===== src/rtl/fence_wb_ctrl.sv =====
module fence_wb_ctrl #(
  parameter int AW = 16,
  parameter int DW = 32,
  parameter int TW = 4,
  parameter int SB_DEPTH = 4,
  parameter int LT_DEPTH = 4
) (
  input  logic          clk,
  input  logic          rst_n,
  input  logic          st_valid,
  input  logic [AW-1:0] st_addr,
  input  logic [DW-1:0] st_data,
  output logic          st_ready,
  output logic          mem_valid,
  output logic [AW-1:0] mem_addr,
  output logic [DW-1:0] mem_data,
  input  logic          mem_ready,
  input  logic          fence_valid,
  input  logic          ld_valid,
  input  logic [AW-1:0] ld_addr,
  input  logic [TW-1:0] ld_tag,
  output logic          lt_full,
  input  logic          inv_valid,
  input  logic [AW-1:0] inv_addr,
  output logic          ret_valid,
  output logic [TW-1:0] ret_tag,
  output logic          sq_valid,
  output logic [TW-1:0] sq_tag,
  output logic          drained
);
  localparam int PW = (SB_DEPTH > 1) ? $clog2(SB_DEPTH) : 1;
  localparam int CW = $clog2(SB_DEPTH + 1);
  localparam int IW = (LT_DEPTH > 1) ? $clog2(LT_DEPTH) : 1;

  logic [AW-1:0] sb_addr [SB_DEPTH];
  logic [DW-1:0] sb_data [SB_DEPTH];
  logic [PW-1:0] head, tail;
  logic [CW-1:0] occ, occ_nxt, fenced, fen_nxt;

  logic [LT_DEPTH-1:0] lt_v, lt_sq;
  logic [AW-1:0] lt_addr [LT_DEPTH];
  logic [TW-1:0] lt_tag  [LT_DEPTH];
  logic [CW-1:0] lt_cnt  [LT_DEPTH];

  logic ret_hit, sq_hit, free_hit;
  logic [IW-1:0] ret_idx, sq_idx, free_idx;

  wire push    = st_valid && st_ready;
  wire pop     = mem_valid && mem_ready;
  wire ld_take = ld_valid && !lt_full;

  assign st_ready  = (occ != CW'(SB_DEPTH));
  assign mem_valid = (occ != '0);
  assign drained   = (occ == '0);
  assign mem_addr  = sb_addr[head];
  assign mem_data  = sb_data[head];
  assign lt_full   = &lt_v;
  assign ret_valid = ret_hit;
  assign ret_tag   = lt_tag[ret_idx];
  assign sq_valid  = sq_hit;
  assign sq_tag    = lt_tag[sq_idx];

  assign occ_nxt = occ + CW'(push) - CW'(pop);
  assign fen_nxt = fence_valid ? occ_nxt : fenced - CW'(pop && fenced != '0);

  always_comb begin
    ret_hit = 1'b0; ret_idx = '0;
    sq_hit = 1'b0; sq_idx = '0;
    free_hit = 1'b0; free_idx = '0;
    for (int i = LT_DEPTH - 1; i >= 0; i--) begin
      if (lt_v[i] && !lt_sq[i] && lt_cnt[i] == '0) begin
        ret_hit = 1'b1; ret_idx = IW'(i);
      end
      if (lt_v[i] && lt_sq[i]) begin
        sq_hit = 1'b1; sq_idx = IW'(i);
      end
      if (!lt_v[i]) begin
        free_hit = 1'b1; free_idx = IW'(i);
      end
    end
  end

  always_ff @(posedge clk or negedge rst_n) begin
    if (!rst_n) begin
      head   <= '0;
      tail   <= '0;
      occ    <= '0;
      fenced <= '0;
    end else begin
      if (push) tail <= (tail == PW'(SB_DEPTH - 1)) ? '0 : tail + 1'b1;
      if (pop)  head <= (head == PW'(SB_DEPTH - 1)) ? '0 : head + 1'b1;
      occ    <= occ_nxt;
      fenced <= fen_nxt;
    end
  end

  always_ff @(posedge clk) begin
    if (push) begin
      sb_addr[tail] <= st_addr;
      sb_data[tail] <= st_data;
    end
  end

  always_ff @(posedge clk or negedge rst_n) begin
    if (!rst_n) begin
      lt_v  <= '0;
      lt_sq <= '0;
      for (int i = 0; i < LT_DEPTH; i++) begin
        lt_addr[i] <= '0;
        lt_tag[i]  <= '0;
        lt_cnt[i]  <= '0;
      end
    end else begin
      for (int i = 0; i < LT_DEPTH; i++) begin
        if (lt_v[i]) begin
          if (inv_valid && lt_addr[i] == inv_addr && lt_cnt[i] != '0) lt_sq[i] <= 1'b1;
          if (pop && lt_cnt[i] != '0) lt_cnt[i] <= lt_cnt[i] - 1'b1;
        end
      end
      if (ret_hit) lt_v[ret_idx] <= 1'b0;
      if (sq_hit) begin
        lt_v[sq_idx]  <= 1'b0;
        lt_sq[sq_idx] <= 1'b0;
      end
      if (ld_take && free_hit) begin
        lt_v[free_idx]    <= 1'b1;
        lt_addr[free_idx] <= ld_addr;
        lt_tag[free_idx]  <= ld_tag;
        lt_cnt[free_idx]  <= fen_nxt;
        lt_sq[free_idx]   <= inv_valid && inv_addr == ld_addr && fen_nxt != '0;
      end
    end
  end
endmodule


===== config.mk =====
export PLATFORM = sky130hd
export DESIGN_NAME = fence_wb_ctrl
export DESIGN_NICKNAME = d
export VERILOG_FILES = /design/src/rtl/fence_wb_ctrl.sv
export SDC_FILE = /design/constraint.sdc
export NUM_CORES = 1
export LEC_CHECK = 0
export BUFFER_PORTS_ARGS = -buffer_cell sky130_fd_sc_hd__buf_4
export CAP_MARGIN = 10
export CORE_UTILIZATION = 50
export CTS_CLUSTER_DIAMETER = 80
export DETAILED_ROUTE_END_ITERATION = 10
export PLACE_DENSITY = 0.73
export SLEW_MARGIN = 15
export SYNTH_ARGS = -nofsm -noshare
export SYNTH_HDL_FRONTEND = slang
export SYNTH_SLANG_ARGS = --single-unit

===== constraint.sdc =====
create_clock -name clk -period 4.6 [get_ports clk]
set_input_delay 0.46 -clock clk [delete_from_list [all_inputs] [get_ports clk]]
set_output_delay 0.46 -clock clk [all_outputs]
set_load 0.02 [all_outputs]

==> results of run 1 <==
sequential cells by signal, summed over array words and instances, names as in the netlist:
name,flops
sb_data,128
lt_addr,64
sb_addr,64
lt_tag,16
lt_cnt,12
lt_sq,4
lt_v,4
fenced,3
occ,3
head,2
tail,2
per-stage QoR:
stage               cell area [um2]  power [W]  cells  hold slack, ps
detailed placement            14300    0.00798   1252             482
CTS                           15300     0.0104   1310            72.9
floorplan                     12800    0.00671    804             164
global placement              14300    0.00787   1252             479
global route                  15300     0.0108   1310            11.4
finish                        15300     0.0103   1311           -52.3
logic make-up (layout without fill, tap and decap cells):
group	Yosys count	in the layout	share of synthesized area [%]
xor+xnor	86	86	5.98
mux	126	126	15.2
other cells	0	1	0
compound gates	45	45	2.38
buf+inv	65	241	2.03
flops	302	302	66.4
fa+ha+maj	18	18	1.81
simple gates	162	162	6.24
path summary, 6_finish.rpt:
check,startpoint,slack [ps],end,cells past startpoint
setup / recovery,occ[2],1060,lt_sq[1],11
hold / removal,rst_n,-50,lt_addr[44],1
setup reg to reg,occ[2],1060,lt_sq[1],11
hold reg to reg,lt_addr[1],500,lt_addr[1],2
max in group asynchronous,rst_n,3770,lt_addr[34],2
min in group clk,st_data[23],100,sb_data[2][23],1
layout by cell type, fill, tap and decap left out, drive strengths merged, types with 4 or more instances in the layout:
master,synthesis,layout
buf,16,161
and3,8,8
nand3,11,11
inv,22,23
mux2,68,68
nand2,68,68
clkbuf,27,46
nand4,15,15
a222oi,4,4
mux4,48,48
nor2,22,22
nor4,12,12
nor3,5,5
o21ai,14,14
a21oi,9,9
clkinv,0,8
xnor2,47,47
nand2b,9,9
ha,17,17
a22oi,4,4
dfrtp,110,110
edfxtp,192,192
xor2,38,38
o211ai,5,5
mux2i,10,10
layer usage:
| layer | vias up | wire [um] | GRT usage (%) |
|---|---|---|---|
| met2 | 202 | 12500 | 33.7 |
| met4 | 0 | 565 | 4.97 |
| met5 | - | 0 | 0 |
| li1 | 3294 | - | - |
| met3 | 48 | 1540 | 3.32 |
| met1 | 3629 | 11000 | 27.4 |
critical path, delay by kind of cell (launching register included):
kind / cells / cell delay, ps
xor+xnor: 1 / 400
buf+inv: 1 / 40
mux: 1 / 330
flops: 1 / 410
simple gates: 4 / 1130
compound gates: 1 / 200
fa+ha+maj: 3 / 940
final cells by class:
type	instances	area share, %
Sequential cell	302	55.7
Clock buffer	46	5.70
Timing Repair Buffer	161	7.93
Antenna cell	1	0.0164
Multi-Input combinational cell	437	26.6
Tap cell	330	2.70
Clock inverter	12	0.793
Inverter	22	0.540
where the power goes:
group	switching (W)	internal [W]	leakage, nW
combinational	0.00178	0.00175	2.41
sequential	0.000600	0.00375	3.08
clock	0.000988	0.00142	0.482
==> impl_metrics.env, run 1 <==
export IMPL_outcome="complete, but fails checks"
export IMPL_violations="hold timing"
export IMPL_dp_slack_ps=1070
export IMPL_ys_ff_latch=302
export IMPL_clk_path_buf_depth=3
export IMPL_total_leakage_power_nw=5.97
export IMPL_cts_tree="built"
export IMPL_wl_per_cell_um=19.5
export IMPL_cts_sinks=302
export IMPL_root_buffer="clkbuf_16"
export IMPL_fmax_ghz=0.282
export IMPL_grtUsageTotal_pct=20.1
export IMPL_postRouteAntennaNets=0
export IMPL_rsz0062_at_grt="no"
export IMPL_synth_most_common_cell="edfxtp_1"
export IMPL_relSlewSlack_pct=33.2
export IMPL_synthesis_instances=804
export IMPL_synthTopCellsByArea="edfxtp_1 45%, dfrtp_1 21%, mux4_2 8.4%, mux2_2 6.0%, xnor2_1 3.2%"
export IMPL_synth_area_mm2=0.0128
export IMPL_drt_initial_drc_count=466
export IMPL_cp_arrival_ps=4010
export IMPL_required_ps=5070
export IMPL_rows=58
export IMPL_die_w_um=162
export IMPL_synth_avg_cell_area_um2=16.0
export IMPL_synth_edff_count=192
export IMPL_hp_class="primary input to asynchronous set/reset pin"
export IMPL_totalWireLength_um=25600
export IMPL_crit_chain="or3_1 > and2_1 > ha_1 > inv_1 > ha_1 > fa_1 > xor3_1 > mux2i_2 > or3_1 > nand4_1 > o211ai_1"
export IMPL_ir_drop_mv=0.393
export IMPL_antenna_found_initial=1
export IMPL_num_vias=7173
export IMPL_dieHeight_um=162
export IMPL_die_area_mm2=0.0263
export IMPL_tns_ps=0
export IMPL_ys_async_sr_fraction_pct=36.4
export IMPL_area_growth_syn_to_layout_pct=19.2
export IMPL_hold_worst_slack_ps=-52.3
export IMPL_post_cts_setup_buffers=0
export IMPL_initial_core_util_pct=51.0
export IMPL_endpoint_kind="flop"
export IMPL_grt_pass1_wl_um=40800
export IMPL_ys_types=47
export IMPL_port_buffers=152
export IMPL_numCtsBuffers=31
export IMPL_post_cts_resized=0
export IMPL_crit_path_top_delay_cell="or3_1"
export IMPL_ctsHoldBuffers=0
export IMPL_clk_pin_slew_ps=60
export IMPL_finalMaxSlewViolations=0
export IMPL_seqCellArea_mm2=0.00852
export IMPL_fin_util_pct=60.8
export IMPL_yosys_top_cells_count="192 x edfxtp_1, 110 x dfrtp_1, 68 x mux2_2, 68 x nand2_1, 48 x mux4_2"
export IMPL_worst_slack_ps=1060
export IMPL_grt_overflow=0
export IMPL_cap_violations=0
export IMPL_path_class="flop to flop"
export IMPL_setup_viol=0
export IMPL_seq_area_frac_synth_pct=66.4
export IMPL_critPathMaxStageDelay_ps=420
export IMPL_hold_viol=67
export IMPL_yosys_area_top_type="edfxtp_1"
export IMPL_finalCriticalPeriod_ps=3540
export IMPL_core_area_mm2=0.0252
export IMPL_synth_nets=913
export IMPL_insertion_delay_ps=570
export IMPL_finClkSkew_ps=8.74
export IMPL_fin_nets=1064
export IMPL_drc=0
export IMPL_io_pins=153
export IMPL_period_share_pct=77.1
export IMPL_gp_congestion=0.815
export IMPL_viasPerCell=5.47
export IMPL_grt_pass1_vias=7454
export IMPL_powerDensity_mw_per_mm2=673
export IMPL_multiInputGateArea_mm2=0.00407
export IMPL_synthFlopType="edfxtp_1"
export IMPL_drt_pre_antenna_iters=5
export IMPL_nFillCells=1887
export IMPL_h_tree_depth=1
export IMPL_tightest_slew_ps=1000
export IMPL_place_hpwl_um=17200
export IMPL_synth_top_area_share_pct=44.9
export IMPL_yosys_warnings=0
export IMPL_drive_above_1_share_pct=34.1
export IMPL_cp_start_kind="flop"
export IMPL_crit_fanout=15
export IMPL_grt_max_degree=83
Power figures use the tool's default switching activity.
==> run 2, diff against run 1 <==
--- a/config.mk
+++ b/config.mk
@@ -10,7 +10,7 @@
 export CORE_UTILIZATION = 50
 export CTS_CLUSTER_DIAMETER = 80
 export DETAILED_ROUTE_END_ITERATION = 10
-export PLACE_DENSITY = 0.73
+export PLACE_DENSITY = 0.76
 export SLEW_MARGIN = 15
 export SYNTH_ARGS = -nofsm -noshare
 export SYNTH_HDL_FRONTEND = slang
==> constraint.sdc (replaced) <==
create_clock -name clk -period 3.2 [get_ports clk]
set_input_delay 0.32 -clock clk [delete_from_list [all_inputs] [get_ports clk]]
set_output_delay 0.32 -clock clk [all_outputs]
set_load 0.02 [all_outputs]
==> run 2 against run 1 <==
The run now ends clean. Combinational power grew 55%. Largest power group unchanged. Largest cell class unchanged. Cell count grew 3.2%. Via count increased by 3.8%. Non-clock buffer count increased by 41. Critical endpoint is now lt_sq[2]. Wire length increased by 7.2%. Sequential cell count is the same. Critical path type unchanged. Setup slack worse by 890 ps. Die area is the same. Power is 52% higher.
==> impl_metrics.env, run 2 (synthesis results as in run 1) <==
export IMPL_largest_reg_flops=128
export IMPL_tightest_slew_ps=796
export IMPL_place_hpwl_um=17500
export IMPL_grtUsageTotal_pct=21.4
export IMPL_clk_path_buf_depth=3
export IMPL_power_w=0.0157
export IMPL_dieHeight_um=162
export IMPL_io_pins=153
export IMPL_cap_violations=0
export IMPL_path_class="flop to flop"
export IMPL_largest_register="sb_data"
export IMPL_outcome="finished, final reports clean"
export IMPL_period_share_pct=94.7
export IMPL_final_cell_mix="192 x edfxtp_1, 167 x buf_4, 108 x dfrtp_1"
export IMPL_wl_per_cell_um=20.3
export IMPL_ir_drop_mv=0.605
export IMPL_p_seq_share_pct=39.0
export IMPL_final_common_cell="edfxtp_1"
export IMPL_diodes=0
export IMPL_drt_initial_drc_count=543
export IMPL_rr_worst_depth=11
export IMPL_finalCriticalPeriod_ps=3030
export IMPL_seqCellArea_mm2=0.00852
export IMPL_num_vias=7443
export IMPL_drc=0
export IMPL_cp_start_kind="flop"
export IMPL_critPathMaxStageDelay_ps=510
export IMPL_grt_pass1_wl_um=42700
export IMPL_hp_class="primary input to flop"
export IMPL_path_buf_inv=2
export IMPL_drive_above_1_share_pct=35.2
export IMPL_gp_congestion=0.824
export IMPL_top_regs="sb_data x128, lt_addr x64, sb_addr x64"
export IMPL_finalMaxSlewViolations=0
export IMPL_port_buffers=152
export IMPL_grt_overflow=0
export IMPL_total_leakage_power_nw=6.26
export IMPL_endpoint_kind="flop"
export IMPL_drt_pre_antenna_iters=5
export IMPL_crit_path_top_delay_cell="fa_1"
export IMPL_nFillCells=1847
export IMPL_dp_slack_ps=118
export IMPL_fmax_ghz=0.330
export IMPL_crit_fanout=4
export IMPL_grt_max_degree=62
export IMPL_cp_top_family="simple AND/OR/NAND/NOR gates"
export IMPL_initial_core_util_pct=51.0
export IMPL_clockPowerShare_pct=26.1
export IMPL_rsz0062_at_grt="no"
export IMPL_fin_nets=1108
export IMPL_r2r_slack_ps=170
export IMPL_hold_viol=0
export IMPL_worst_slack_ps=169
export IMPL_die_w_um=162
export IMPL_setup_viol=0
export IMPL_swShare_pct=32.5
export IMPL_cts_tree="built"
export IMPL_cts_sinks=302
export IMPL_holdPathStages=1
export IMPL_crit_chain="or3_4 > and2_1 > ha_1 > inv_1 > ha_1 > fa_1 > a21oi_2 > inv_1 > or3_1 > nand4_1 > o211ai_1"
export IMPL_grt_pass1_vias=7736
export IMPL_core_area_mm2=0.0252
export IMPL_antenna_found_initial=0
export IMPL_cp_arrival_ps=3380
export IMPL_p_comb_share_pct=34.9
export IMPL_insertion_delay_ps=520
export IMPL_clk_pin_slew_ps=60
export IMPL_rows=58
export IMPL_powerDensity_mw_per_mm2=984
export IMPL_die_area_mm2=0.0263
export IMPL_power_internal_w=0.0106
export IMPL_postRouteAntennaNets=0
export IMPL_tns_ps=0
export IMPL_viasPerCell=5.50
export IMPL_required_ps=3550
export IMPL_totalWireLength_um=27500
export IMPL_netSwitchingPower_w=0.00509
export IMPL_path_depth=11
export IMPL_numCtsBuffers=34
export IMPL_root_buffer="clkbuf_16"
export IMPL_multiInputGateArea_mm2=0.00408
export IMPL_relSlewSlack_pct=46.9
export IMPL_h_tree_depth=2
export IMPL_area_growth_syn_to_layout_pct=24.2
export IMPL_finClkSkew_ps=17.2
run 2: layout make-up:
class / instances / area share, %
inverters: 22 / 0.518
repair buffers: 202 / 10.4
well taps: 330 / 2.59
clock buffers: 43 / 5.93
flip-flops and latches: 302 / 53.5
multi-input cells: 437 / 25.6
clock inverters: 17 / 1.52
run 2: layer usage:
layer / up-vias / part of all wire, % / global-route usage (%)
met5: - / 0 / 0
met1: 3761 / 41 / 27.3
met3: 36 / 6.2 / 3.93
met2: 249 / 52 / 37.6
li1: 3397 / - / -
met4: 0 / 1.4 / 5.02
run 2: path summary, 6_finish.rpt:
| check | start | endpoint |
|---|---|---|
| setup / recovery | occ[0] | lt_sq[2] |
| hold / removal | st_addr[7] | sb_addr[0][7] |
| setup reg to reg | occ[0] | lt_sq[2] |
| hold reg to reg | lt_addr[8] | lt_addr[8] |
| max in group asynchronous | rst_n | lt_addr[4] |
| min in group asynchronous | rst_n | lt_addr[28] |
run 2: power by group through the flow:
stage | Sequential [W] | Combinational, W | Clock [W]
detailed placement | 0.00618 | 0.00547 | 0
global placement | 0.00612 | 0.00537 | 0
CTS | 0.00613 | 0.00553 | 0.00416
global route | 0.00626 | 0.00590 | 0.00432
finish | 0.00612 | 0.00547 | 0.00410
floorplan | 0.00589 | 0.00376 | 0
run 2: metrics by stage:
step           instances  area [um2]  util (%)  hold slack (ps)
2_1_floorplan        804       12800         -             24.4
3_3_place_gp        1263       14400      57.4              445
3_5_place_dp        1263       14400      57.4              454
4_1_cts             1352       15900      63.3            0.198
5_1_grt             1353       15900      63.3             4.02
6_report            1353       15900      63.3             11.5
run 2: repair_timing:
action | in CTS | in global routing
endpoints found under the setup margin | 0 | 3
endpoints found under the hold margin | 161 | 2
hold buffers | 29 | 1
resized for setup | 0 | 1
setup buffers | 0 | 0
